`src/rtl/serial_rx_pkg.sv`:
```
package serial_rx_pkg;

  typedef enum logic [1:0] {
    RX_IDLE  = 2'd0,
    RX_START = 2'd1,
    RX_DATA  = 2'd2,
    RX_STOP  = 2'd3
  } rx_state_t;

  // Divider preset applied on start detection: half a bit period.
  function automatic int unsigned half_period(input int unsigned bit_clks);
    return bit_clks / 2;
  endfunction

  // Clocks from start detection to the first (mid start cell) tick.
  function automatic int unsigned first_tick_gap(input int unsigned bit_clks);
    return bit_clks - half_period(bit_clks);
  endfunction

endpackage

```
`src/rtl/rx_sync.sv`:
```
module rx_sync #(
  parameter int STAGES = 2
) (
  input  logic clk,
  input  logic rst_n,
  input  logic d,
  output logic q
);
  logic [STAGES-1:0] pipe;

  always_ff @(posedge clk or negedge rst_n) begin
    if (!rst_n) pipe <= '1;
    else        pipe <= {pipe[STAGES-2:0], d};
  end

  assign q = pipe[STAGES-1];
endmodule

```
`src/rtl/rx_baud_gen.sv`:
```
module rx_baud_gen
  import serial_rx_pkg::*;
#(
  parameter int BIT_CLKS = 5208
) (
  input  logic clk,
  input  logic rst_n,
  input  logic load,
  input  logic run,
  output logic tick
);
  localparam int CW = (BIT_CLKS > 2) ? $clog2(BIT_CLKS) : 1;
  localparam logic [CW-1:0] LAST = CW'(BIT_CLKS - 1);
  localparam logic [CW-1:0] PRE  = CW'(half_period(BIT_CLKS));

  logic [CW-1:0] cnt;

  assign tick = run && (cnt == LAST);

  always_ff @(posedge clk or negedge rst_n) begin
    if (!rst_n)             cnt <= '0;
    else if (load)          cnt <= PRE;
    else if (!run || tick)  cnt <= '0;
    else                    cnt <= cnt + 1'b1;
  end
endmodule

```
`src/rtl/rx_frame_seq.sv`:
```
module rx_frame_seq
  import serial_rx_pkg::*;
#(
  parameter int NBITS = 8
) (
  input  logic             clk,
  input  logic             rst_n,
  input  logic             rxd_s,
  input  logic             tick,
  output logic             start_det,
  output logic             frame_done,
  output rx_state_t        state,
  output logic [NBITS-1:0] shift_q
);
  localparam int BCW = (NBITS > 2) ? $clog2(NBITS) : 1;
  localparam logic [BCW-1:0] LAST_BIT = BCW'(NBITS - 1);

  logic [BCW-1:0] bit_cnt;

  assign start_det  = (state == RX_IDLE) && !rxd_s;
  assign frame_done = (state == RX_STOP) && tick;

  always_ff @(posedge clk or negedge rst_n) begin
    if (!rst_n) begin
      state   <= RX_IDLE;
      bit_cnt <= '0;
      shift_q <= '0;
    end else begin
      unique case (state)
        RX_IDLE:  if (start_det) state <= RX_START;
        RX_START: if (tick) begin
          state   <= RX_DATA;
          bit_cnt <= '0;
        end
        RX_DATA:  if (tick) begin
          shift_q <= {rxd_s, shift_q[NBITS-1:1]};
          bit_cnt <= bit_cnt + 1'b1;
          if (bit_cnt == LAST_BIT) state <= RX_STOP;
        end
        RX_STOP:  if (tick) state <= RX_IDLE;
        default:  state <= RX_IDLE;
      endcase
    end
  end
endmodule

```
`src/rtl/rx_hold.sv`:
```
module rx_hold #(
  parameter int NBITS = 8
) (
  input  logic             clk,
  input  logic             rst_n,
  input  logic             done,
  input  logic [NBITS-1:0] shift_in,
  input  logic             rd,
  output logic [NBITS-1:0] data,
  output logic             ready,
  output logic             irq
);
  always_ff @(posedge clk or negedge rst_n) begin
    if (!rst_n) begin
      data  <= '0;
      ready <= 1'b0;
      irq   <= 1'b0;
    end else begin
      if (done) data <= shift_in;
      ready <= done | (ready & ~rd);
      irq   <= done;
    end
  end
endmodule

```
`src/rtl/serial_rx_align.sv`:
```
module serial_rx_align
  import serial_rx_pkg::*;
#(
  parameter int CLK_HZ = 50_000_000,
  parameter int BAUD   = 9600,
  parameter int NBITS  = 8
) (
  input  logic             clk,
  input  logic             rst_n,
  input  logic             rxd_in,
  input  logic             rd_strobe,
  output logic [NBITS-1:0] rx_data,
  output logic             rx_ready,
  output logic             irq_pulse
);
  localparam int BIT_CLKS = CLK_HZ / BAUD;

  logic             rxd_s;
  logic             start_det;
  logic             baud_tick;
  logic             frame_done;
  rx_state_t        state;
  logic [NBITS-1:0] shift_q;

  rx_sync #(.STAGES(2)) u_sync (
    .clk(clk), .rst_n(rst_n), .d(rxd_in), .q(rxd_s)
  );

  rx_baud_gen #(.BIT_CLKS(BIT_CLKS)) u_baud (
    .clk(clk), .rst_n(rst_n), .load(start_det),
    .run(state != RX_IDLE), .tick(baud_tick)
  );

  rx_frame_seq #(.NBITS(NBITS)) u_seq (
    .clk(clk), .rst_n(rst_n), .rxd_s(rxd_s), .tick(baud_tick),
    .start_det(start_det), .frame_done(frame_done),
    .state(state), .shift_q(shift_q)
  );

  rx_hold #(.NBITS(NBITS)) u_hold (
    .clk(clk), .rst_n(rst_n), .done(frame_done), .shift_in(shift_q),
    .rd(rd_strobe), .data(rx_data), .ready(rx_ready), .irq(irq_pulse)
  );
endmodule

```
`config.mk`:
```
export PLATFORM = sky130hd
export DESIGN_NAME = serial_rx_align
export DESIGN_NICKNAME = d
export VERILOG_FILES = /design/src/rtl/serial_rx_pkg.sv /design/src/rtl/rx_sync.sv /design/src/rtl/rx_baud_gen.sv /design/src/rtl/rx_frame_seq.sv /design/src/rtl/rx_hold.sv /design/src/rtl/serial_rx_align.sv
export SDC_FILE = /design/constraint.sdc
export NUM_CORES = 1
export LEC_CHECK = 0
export BUFFER_PORTS_ARGS = -buffer_cell sky130_fd_sc_hd__buf_2
export CORE_ASPECT_RATIO = 1.2
export CORE_MARGIN = 8
export CORE_UTILIZATION = 35
export CTS_CLUSTER_SIZE = 25
export DETAILED_ROUTE_END_ITERATION = 10
export SYNTH_ARGS = -nofsm -noshare
export SYNTH_HDL_FRONTEND = slang
export SYNTH_HIERARCHICAL = 1
export SYNTH_SLANG_ARGS = --single-unit
```
`constraint.sdc`:
```
create_clock -name clk -period 2.6 [get_ports clk]
set_clock_uncertainty 0.2 [all_clocks]
set_input_delay 0.52 -clock clk [delete_from_list [all_inputs] [get_ports clk]]
set_output_delay 0.52 -clock clk [all_outputs]
set_load 0.005 [all_outputs]
```
==> results.md <==
* Number of remaining DRC errors at 0
* # setup viols final at 0
* Slowest CP cell: dfrtp_1
* Max Fclk at 438 MHz
* Root buf cell: clkbuf_8
* CP endpoint kind: flip-flop
* Ys Warns at 6
* Clock sink count at 38
* Final Slew Violations at 0
* Critical path class: reg2reg
* Critical-path cell list: nor4b_1, nand4_1, nor2_1, buf_4, o21ba_4, a221oi_4, mux2_4
* Clock transition at path regs at 0.08 ns
* Metal2 WL at 1550 µm
* Max Used Layer: met4
* Seq. cell area at 953 µm²
* Critical path's top delay family: simple AND/OR/NAND/NOR gates
* Minimum clock period at 2.28 ns
* CTS Hold Bufs at 0
* Layout cells sized above 1 at 34.6%
* Post-CTS setup buffer count at 0
* Critical path buffer and inverter count at 1
* Cell Pwr Density at 543 mW/mm²
* Multiplexer share of the synthesized area at 12.7%
* Most common cell after layout, fill and taps aside: dfrtp_1
* Crit Path Max Fanout at 7
* Instance count of the mapped netlist at 132
* Peak VDD IR at 0.415 mV
* N_diodes at 0
* Met1 WL at 1310 µm
* Core Footprint at 0.00490 mm²
* Post-CTS Resized at 0
* Compound-gate portion of the synthesized area at 7.25%
* Post-DP HPWL at 2210 µm
* Post-Synth Adder-Cell Area at 4.93%
* Final hold viol count at 0
* Drt total wl at 3000 µm
* Height of the die at 94.1 µm
* Area Overhead vs Synth at 14.1%
* Final period util at 87.9%
* Ports at 14
* Fill cells at 471
* Routed Antenna Nets at 0
* Grt ovf at 0
* Footprint of the multi-input gates at 786 µm²
* Drt pass-1 iters at 4
* Static leakage at 0.960 nW
* Site Rows at 28
* CTS tree: yes
* Net count, final at 163
* Post-synth cell types at 35
* Wire per inst at 14.1 µm
* Largest net degree at the start of global routing at 39
* Synth Net Count at 143
* Die W at 81.0 µm
* Die Area at 0.00762 mm²
* #FFs+latches synth at 38
* Max Cap Viol at 0
* Initial Utilization at 36.2%
* Largest family of logic cells by synthesized area: simple AND/OR/NAND/NOR gates
* Worst setup SP type: flip-flop
* Initial antenna violation count at 0
* Met3 wire len at 128 µm
* Status: finished clean
* HP Class: in2async
* Clock latency on the worst-skew pair at 0.28 ns
* Final GP Congestion at 0.759
* Total GRT Usage at 9.14%
* Async set-reset flop share out of synthesis at 100%
* Fin util at 41.3%
* Clock buffer depth at 2
* H-tree levels at 2
* Register area share after synthesis at 53.7%
* CP arrival at 2.25 ns
* Port bufs at 13
* Worst EP required at 2.57 ns
* Most frequent cells in the layout: dfrtp_1, buf_2, nor2_1
* CP max stage delay at 0.44 ns
* Worst Max-Slew Pin Slew at 0.819 ns
* Prevailing post-synth register cell: dfrtp_1
* Vias per cell at 4.83
* Total CTS buffers at 5
* Unrepaired setup endpoints after global routing: false
* Average size of a mapped cell at 13.5 µm²
* Initial drt markers at 39
* WHS at 0.129 ns
* Vias in the first global route at 1144
* Post-Synthesis Cell Area at 0.00178 mm²
* Post-synthesis simple-gate area fraction at 13.9%
* Setup TNS at 0 ns
* First-pass GRT wire length at 5400 µm
* Post-Synth XOR/XNOR Area at 5.42%
* Post-synth EDFFs at 0
* Slew HR at 45.4%
* Via Count at 1029
[synth_stat cells (2+ instances only)]
cell	number	area, µm²
mux2_2	8	90.1
nor2_1	10	37.5
xor2_1	4	35.0
dfrtp_1	36	901
nand2_1	7	26.3
nor3_2	3	30.0
nand4_1	3	18.8
nor2b_1	2	12.5
nand3_1	2	10.0
ha_1	7	87.6
o21bai_1	4	30.0
a32o_1	2	20.0
mux2_4	9	135
dfstp_2	2	52.6
xnor2_1	7	61.3
inv_1	7	26.3
[routing by layer]
metal  track usage, %  vias up
met4             4.18        0
met2             15.1       17
met3             2.97        2
met5                0        -
li1                 -      493
met1             10.4      517
[cells by family (layout without fill, tap and decap cells)]
group,Yosys count,in the layout
muxes,17,17
xor gates and xnor gates,11,11
adders and majority gates,7,7
AOI/OAI and AO/OA,13,13
and+or+nand+nor,38,38
DFF,38,38
buffers and inverters,8,29
[registers in the layout, indices dropped and copies added (netlist names)]
name           count
u_baud/cnt        13
u_hold/data        8
u_hold/irq         1
u_hold/ready       1
u_seq/bit_cnt      3
u_seq/shift_q      8
u_seq/state        2
u_sync/pipe        2
[final cells by class]
type | instances | share of cell area [%]
Timing Repair Buffer | 14 | 3.58
Inverter | 7 | 1.30
Clock inverter | 3 | 2.22
Tap cell | 60 | 3.70
Sequential cell | 38 | 47.0
Clock buffer | 5 | 3.40
Multi-Input combinational cell | 86 | 38.8
[path summary, 6_finish.rpt]
check,from,endpoint,slack [ns],cells after the start
min,rst_n,u_hold/data[3]$_DFFE_PN0P_,0.13,1
min in group clk,rxd_in,u_sync/pipe[0]$_DFF_PN1_,0.13,1
max,u_baud/cnt[7]$_DFF_PN0_,u_seq/state[1]$_DFFE_PN0P_,0.32,7
max reg2reg,u_baud/cnt[7]$_DFF_PN0_,u_seq/state[1]$_DFFE_PN0P_,0.32,7
max in group asynchronous,rst_n,u_seq/state[0]$_DFFE_PN0P_,1.56,1
min reg2reg,u_sync/pipe[0]$_DFF_PN1_,u_sync/pipe[1]$_DFF_PN1_,0.16,0
[worst reg2reg max path, stage by stage (launching register included)]
cell      delay, ns
dfrtp_1        0.44
nor4b_1        0.33
nand4_1        0.21
nor2_1         0.13
buf_4          0.15
o21ba_4        0.17
a221oi_4       0.22
mux2_4         0.33
[through the flow]
step	cells	instance area, µm²	power (mW)	setup slack, ns
3_3_place_gp	205	1910	0.620	0.355
3_5_place_dp	205	1910	0.620	0.314
6_report	213	2030	1.10	0.316
4_1_cts	213	2030	1.12	0.290
2_1_floorplan	132	1780	0.606	0.368
5_1_grt	213	2030	1.15	0.168
[where the power goes]
part	switching (mW)	leakage, nW	internal (mW)
Sequential	0.00130	0.488	0.593
Combinational	0.0113	0.421	0.00178
Clock	0.207	0.0504	0.285
Note: power is estimated with default switching activity, not from simulation.
